$ cat src/rtl/rupd_ctrl.sv
module rupd_ctrl #(
  parameter int ADDR_W   = 8,
  parameter int TMO_W    = 12,
  parameter int PRESCALE = 4
) (
  input  logic              clk,
  input  logic              rst_n,
  input  logic [ADDR_W-1:0] avs_address,
  input  logic              avs_read,
  input  logic              avs_write,
  input  logic [31:0]       avs_writedata,
  output logic [31:0]       avs_readdata,
  output logic              avs_waitrequest,
  output logic              reconf_req,
  output logic [31:0]       reconf_addr,
  output logic              wd_expired
);

  localparam int CNT_W = TMO_W + $clog2(PRESCALE + 1);
  localparam logic [ADDR_W-1:0] OFS_TMO_WR  = ADDR_W'(8'h20);
  localparam logic [ADDR_W-1:0] OFS_TMO_RD  = ADDR_W'(8'h2C);
  localparam logic [ADDR_W-1:0] OFS_WD_EN   = ADDR_W'(8'h30);
  localparam logic [ADDR_W-1:0] OFS_WD_KICK = ADDR_W'(8'h34);
  localparam logic [ADDR_W-1:0] OFS_BOOT_WR = ADDR_W'(8'h40);
  localparam logic [ADDR_W-1:0] OFS_BOOT_RD = ADDR_W'(8'h4C);
  localparam logic [ADDR_W-1:0] OFS_GO      = ADDR_W'(8'h74);

  logic [TMO_W-1:0] tmo_q;
  logic [31:0]      boot_q;
  logic             wd_en;
  logic             locked;
  logic [CNT_W-1:0] wd_cnt;

  wire             wr_ok   = avs_write && !locked;
  wire             wd_one  = (avs_writedata == 32'd1);
  wire             wd_zero = (avs_writedata == 32'd0);
  wire             arm     = wr_ok && (avs_address == OFS_WD_EN) && wd_one;
  wire             kick    = wr_ok && (avs_address == OFS_WD_KICK) && wd_one;
  wire [CNT_W-1:0] load    = CNT_W'(tmo_q) * CNT_W'(PRESCALE);

  assign avs_waitrequest = 1'b0;
  assign reconf_addr     = boot_q;

  always_ff @(posedge clk or negedge rst_n) begin
    if (!rst_n) begin
      tmo_q      <= '0;
      boot_q     <= '0;
      wd_en      <= 1'b0;
      locked     <= 1'b0;
      reconf_req <= 1'b0;
    end else begin
      reconf_req <= 1'b0;
      if (wr_ok) begin
        case (avs_address)
          OFS_TMO_WR:  tmo_q  <= avs_writedata[TMO_W-1:0];
          OFS_BOOT_WR: boot_q <= avs_writedata;
          OFS_WD_EN: begin
            if (wd_one)       wd_en <= 1'b1;
            else if (wd_zero) wd_en <= 1'b0;
          end
          OFS_GO: begin
            if (wd_one) begin
              reconf_req <= 1'b1;
              locked     <= 1'b1;
            end
          end
          default: ;
        endcase
      end
    end
  end

  always_ff @(posedge clk or negedge rst_n) begin
    if (!rst_n) begin
      wd_cnt     <= '0;
      wd_expired <= 1'b0;
    end else begin
      if (arm || kick)
        wd_cnt <= load;
      else if (wd_en && wd_cnt != '0)
        wd_cnt <= wd_cnt - 1'b1;
      if (wd_en && wd_cnt == '0 && !arm && !kick)
        wd_expired <= 1'b1;
    end
  end

  always_ff @(posedge clk or negedge rst_n) begin
    if (!rst_n) begin
      avs_readdata <= '0;
    end else begin
      avs_readdata <= '0;
      if (avs_read) begin
        case (avs_address)
          OFS_TMO_RD:  avs_readdata <= 32'(tmo_q);
          OFS_BOOT_RD: avs_readdata <= boot_q;
          default:     avs_readdata <= '0;
        endcase
      end
    end
  end

  a_r6_single_pulse: assert property (@(posedge clk) disable iff (!rst_n)
    reconf_req |=> !reconf_req);

  a_r6_addr_steady: assert property (@(posedge clk) disable iff (!rst_n)
    reconf_req |-> $stable(reconf_addr));

  a_r7_locked_hold: assert property (@(posedge clk) disable iff (!rst_n)
    locked |=> ($stable(boot_q) && $stable(tmo_q) && !reconf_req));

  a_r9_frozen: assert property (@(posedge clk) disable iff (!rst_n)
    (!wd_en && !arm && !kick) |=> $stable(wd_cnt));

  a_r10_reload: assert property (@(posedge clk) disable iff (!rst_n)
    kick |=> (wd_cnt == CNT_W'($past(tmo_q)) * CNT_W'(PRESCALE)));

  a_r11_sticky: assert property (@(posedge clk) disable iff (!rst_n)
    wd_expired |=> wd_expired);

endmodule

$ cat config.mk
export PLATFORM = sky130hd
export DESIGN_NAME = rupd_ctrl
export DESIGN_NICKNAME = d
export VERILOG_FILES = /design/src/rtl/rupd_ctrl.sv
export SDC_FILE = /design/constraint.sdc
export NUM_CORES = 1
export LEC_CHECK = 0
export ABC_AREA = 0
export CORE_UTILIZATION = 55
export CTS_CLUSTER_DIAMETER = 80
export DETAILED_ROUTE_END_ITERATION = 7
export DONT_BUFFER_PORTS = 1
export HOLD_SLACK_MARGIN = 0.12
export PLACE_DENSITY_LB_ADDON = 0.1
export SYNTH_ARGS = -nofsm -noshare
export SYNTH_HDL_FRONTEND = slang
export SYNTH_SLANG_ARGS = --single-unit
$ cat constraint.sdc
create_clock -name clk -period 3.1 [get_ports clk]
set_clock_uncertainty 0.05 [all_clocks]
set_input_delay 0.93 -clock clk [delete_from_list [all_inputs] [get_ports clk]]
set_output_delay 0.93 -clock clk [all_outputs]
set_load 0.03 [all_outputs]
==> flow_results.org <==
** Floorplanning
- From bottom edge to top edge, the die measures 85.9 um.
- Pin placement for this block handled 111 I/O pins.
- The initialized floorplan defines 30 standard-cell rows.
- The floorplan step defined a die boundary enclosing 7380 um2.
- Starting density of the core :: 57.0%
- The core region is 6790 um2.
- The die is 85.9 um wide.

** Setup path
- Kind of end point of the critical path :: flop
- Worst-path maximum fanout :: 25
- Delay contributed by the slowest stage of the critical path :: 0.48 ns
- Walking the worst path, the cells encountered are nor4_1 > nand4_1 > nor4_4 > buf_12 > mux2_2.
- STA classifies the critical path startpoint as an input pin.
- Path type of the worst setup path :: input pin to flop
- In this run the critical register-to-register path is launched from wd_cnt[0]$_DFFE_PN0P_.
- Data arrives at the worst endpoint at 2.61 ns.
- Worst R2R End :: wd_cnt[4]$_DFFE_PN0P_
- The slowest stage of the critical path is the nor4_1 cell.
- The worst register-to-register path has a depth of 7.
- Data on the critical path is required at its endpoint by 3.29 ns.
- In this run the register-to-register setup slack is 1.17 ns.

** Layout
- Final std cells w/o fill :: 398
- Final design instance area without fill :: 4210 um2
- The post-route netlist has 25.8% of its cells at a drive strength greater than 1.
- Final core utilization :: 61.9%
- The repair_antennas step left the layout with diodes totalling 0.
- Final Net Count :: 343
- Relative to the synthesized area, the layout overhead comes to 8.69%.

** Route
- After detailed routing, the number of remaining DRC violations is 0.
- Number of detailed-routing iterations run before antenna repair :: 4
- Dividing the detail-routed wire length by the instance count gives 19.2 um.
- For this block, the routed nets add up to 7.64 mm of wire.
- The detailed router finished its first iteration with 122 violations.
- The count of nets left with antenna violations once routing finished came out at 0.
- For this block, the via count after detailed routing is 2297.
- Via-per-instance ratio :: 5.77

** Yosys
- dfrtp_1 is the most common cell in the netlist.
- Number of distinct standard cells referenced by the synthesized netlist :: 40
- Of all cell types, the one taking the most synthesized area is dfrtp_1.
- Yosys warning count :: 0
- Synth top area share :: 61.4%
- Average cell area after synthesis :: 13.2 um2
- By area the synthesized netlist is led by dfrtp_1 61%, mux2_2 14%, and2_1 3.6%, a22o_1 2.7%, xnor2_1 2.0%.
- The number of nets in the synthesized netlist is 339.
- Post-Synthesis Cell Area :: 3870 um2
- For this run, the leading register cell type out of synthesis is dfrtp_1.
- In the synthesized netlist, the cells that appear most often are 95 x dfrtp_1, 48 x mux2_2, 22 x and2_1, 14 x nand2_1, 13 x nor2_1.
- The synthesized design contains 95 register bits.
- In this run, synthesis inferred 0 flip-flops with an integrated enable.
- The share of the Yosys chip area taken by registers is 61.4%.
- Asr flop ratio synth :: 100%
- In the synthesized netlist, the number of instances is 294.

** STA
- Worst max-slew margin expressed relative to the limit :: 60.5%
- Max Fclk :: 413 MHz
- Tmin final :: 2.42 ns
- Final-report max-slew violation count :: 0
- Setup total negative slack on the finished layout was measured at 0 ns.
- Unrepaired setup endpoints after global routing :: no
- Setup violations remaining at the end of the flow were counted as 0.
- Worst Tran Pin Value :: 0.592 ns
- Post-route clock period utilization :: 78.1%
- The number of hold violations in the final report was 0.

** GRT
- Entering global routing, the biggest net connects 96 pins.
- For this run the aggregate overflow at the end of global routing stands at 0.
- Global routing used 22.7% of the available tracks.
- Wire length of the first global-routing pass :: 12.4 mm
- The initial antenna violation count was 0.
- The number of global-route vias before repair is 2370.

** Place
- Placed Cells :: 383
- Number of I/O port buffers :: 0
- Post-detailed-placement half-perimeter wirelength :: 5.27 mm
- Placed instance area :: 3990 um2
- RePlAce Congestion :: 0.791

** CTS
- CTS-repair resized insts :: 0
- In this run the post-CTS setup repair buffer count came out at 0.
- Clock slew at reported path FFs :: 0.10 ns
- CTS Buffer Depth :: 2
- CTS H-tree depth :: 3
- CTS Root Buffer Type :: clkbuf_8
- Number of buffers created by CTS :: 9
- TritonCTS built the clock tree.
- Insertion delay of the later-clocked pin in the worst-skew pair :: 0.36 ns
- The tree built by TritonCTS fans out to 95 sinks.
- Buffers inserted to repair hold after CTS numbered 0.

** Pwr
- Power per cell area :: 535 nW/um2
- Worst-case vdd ir drop :: 0.349 mV
- Standby leakage power :: 1.96 nW

** Flow run
- Count of max-cap constraint violations :: 0

** Hold path
- Path class of the lowest-slack min-delay path :: input pin to asynchronous set/reset pin

** Outcome
- Result of the run :: finished clean
## critical path, delay by kind of cell
kind | cells | cell delay (ns)
buf+inv | 1 | 0.20
simple gates | 3 | 1.12
mux | 1 | 0.35
## logic make-up (layout without fill, tap and decap cells)
family,Yosys count,count (layout),synth area share [%]
AND/OR/NAND/NOR,97,97,15.0
adder cells (fa/ha/maj),1,1,0.323
buffers and inverters,15,23,1.78
multiplexers,48,48,14.0
AO/OA/AOI/OAI,25,25,4.69
other,1,1,0.0969
XOR/XNOR,12,12,2.72
flip-flops,95,95,61.4
## metrics by stage
step / setup slack [ns] / hold slack (ns) / total power, mW
2_1_floorplan: 0.763 / 0.395 / 1.38
3_3_place_gp: 0.315 / 0.415 / 1.39
3_5_place_dp: 0.288 / 0.415 / 1.39
4_1_cts: 0.659 / 0.187 / 2.28
5_1_grt: 0.590 / 0.173 / 2.33
6_report: 0.678 / 0.202 / 2.25
## how the worst max path moves through the flow
stage / startpoint / end / slack [ns]
after floorplan: avs_writedata[24] / wd_cnt[10]$_DFFE_PN0P_ / 0.76
after global placement: avs_writedata[12] / wd_cnt[10]$_DFFE_PN0P_ / 0.32
after detailed placement: avs_writedata[12] / wd_cnt[12]$_DFFE_PN0P_ / 0.29
after CTS: avs_writedata[12] / wd_cnt[10]$_DFFE_PN0P_ / 0.66
after global routing: avs_writedata[12] / wd_cnt[10]$_DFFE_PN0P_ / 0.59
final: avs_writedata[12] / wd_cnt[10]$_DFFE_PN0P_ / 0.68
## sequential cells by signal, summed over array words and instances (netlist names)
register,cells
wd_expired,1
wd_en,1
reconf_addr,32
wd_cnt,15
reconf_req,1
tmo_q,12
avs_readdata,32
locked,1
## metal layers
| layer | part of all wire (%) | vias to the layer above | GRT usage [%] |
|---|---|---|---|
| met5 | 0 | - | 0 |
| met4 | 1.7 | 0 | 10.5 |
| met3 | 6.8 | 9 | 7.22 |
| met2 | 45 | 72 | 32.1 |
| met1 | 46 | 1167 | 32.1 |
| li1 | - | 1049 | - |
## power by group
| part | total, mW | switching (mW) | internal, mW |
|---|---|---|---|
| Clock | 0.885 | 0.430 | 0.455 |
| Combinational | 0.0376 | 0.0131 | 0.0245 |
| Sequential | 1.33 | 0.0650 | 1.26 |
## final cells by class
class                   count  area (um2)
fillers                   539        2590
repair buffers              6        57.6
inverters                   2        7.51
clock buffers               9         124
well taps                  96         120
clock inverters             6        93.8
multi-input cells         184        1430
flip-flops and latches     95        2380
## cells in the final DEF, fill, tap and decap left out, drive strengths merged, types with 2 or more instances in the layout
cell type and n:
xnor2 9, and4 3, nand3b 2, mux2 48, nand4 7, nor2 13
nor2b 2, bufinv 2, clkbuf 9, xor2 3, nor4 14, nand4b 2
clkinv 2, o21ai 9, dfrtp 95, inv 3, and2 22, nor3 7
nand3 4, buf 6, nand2 14, a22o 12
Power figures use the tool's default switching activity.
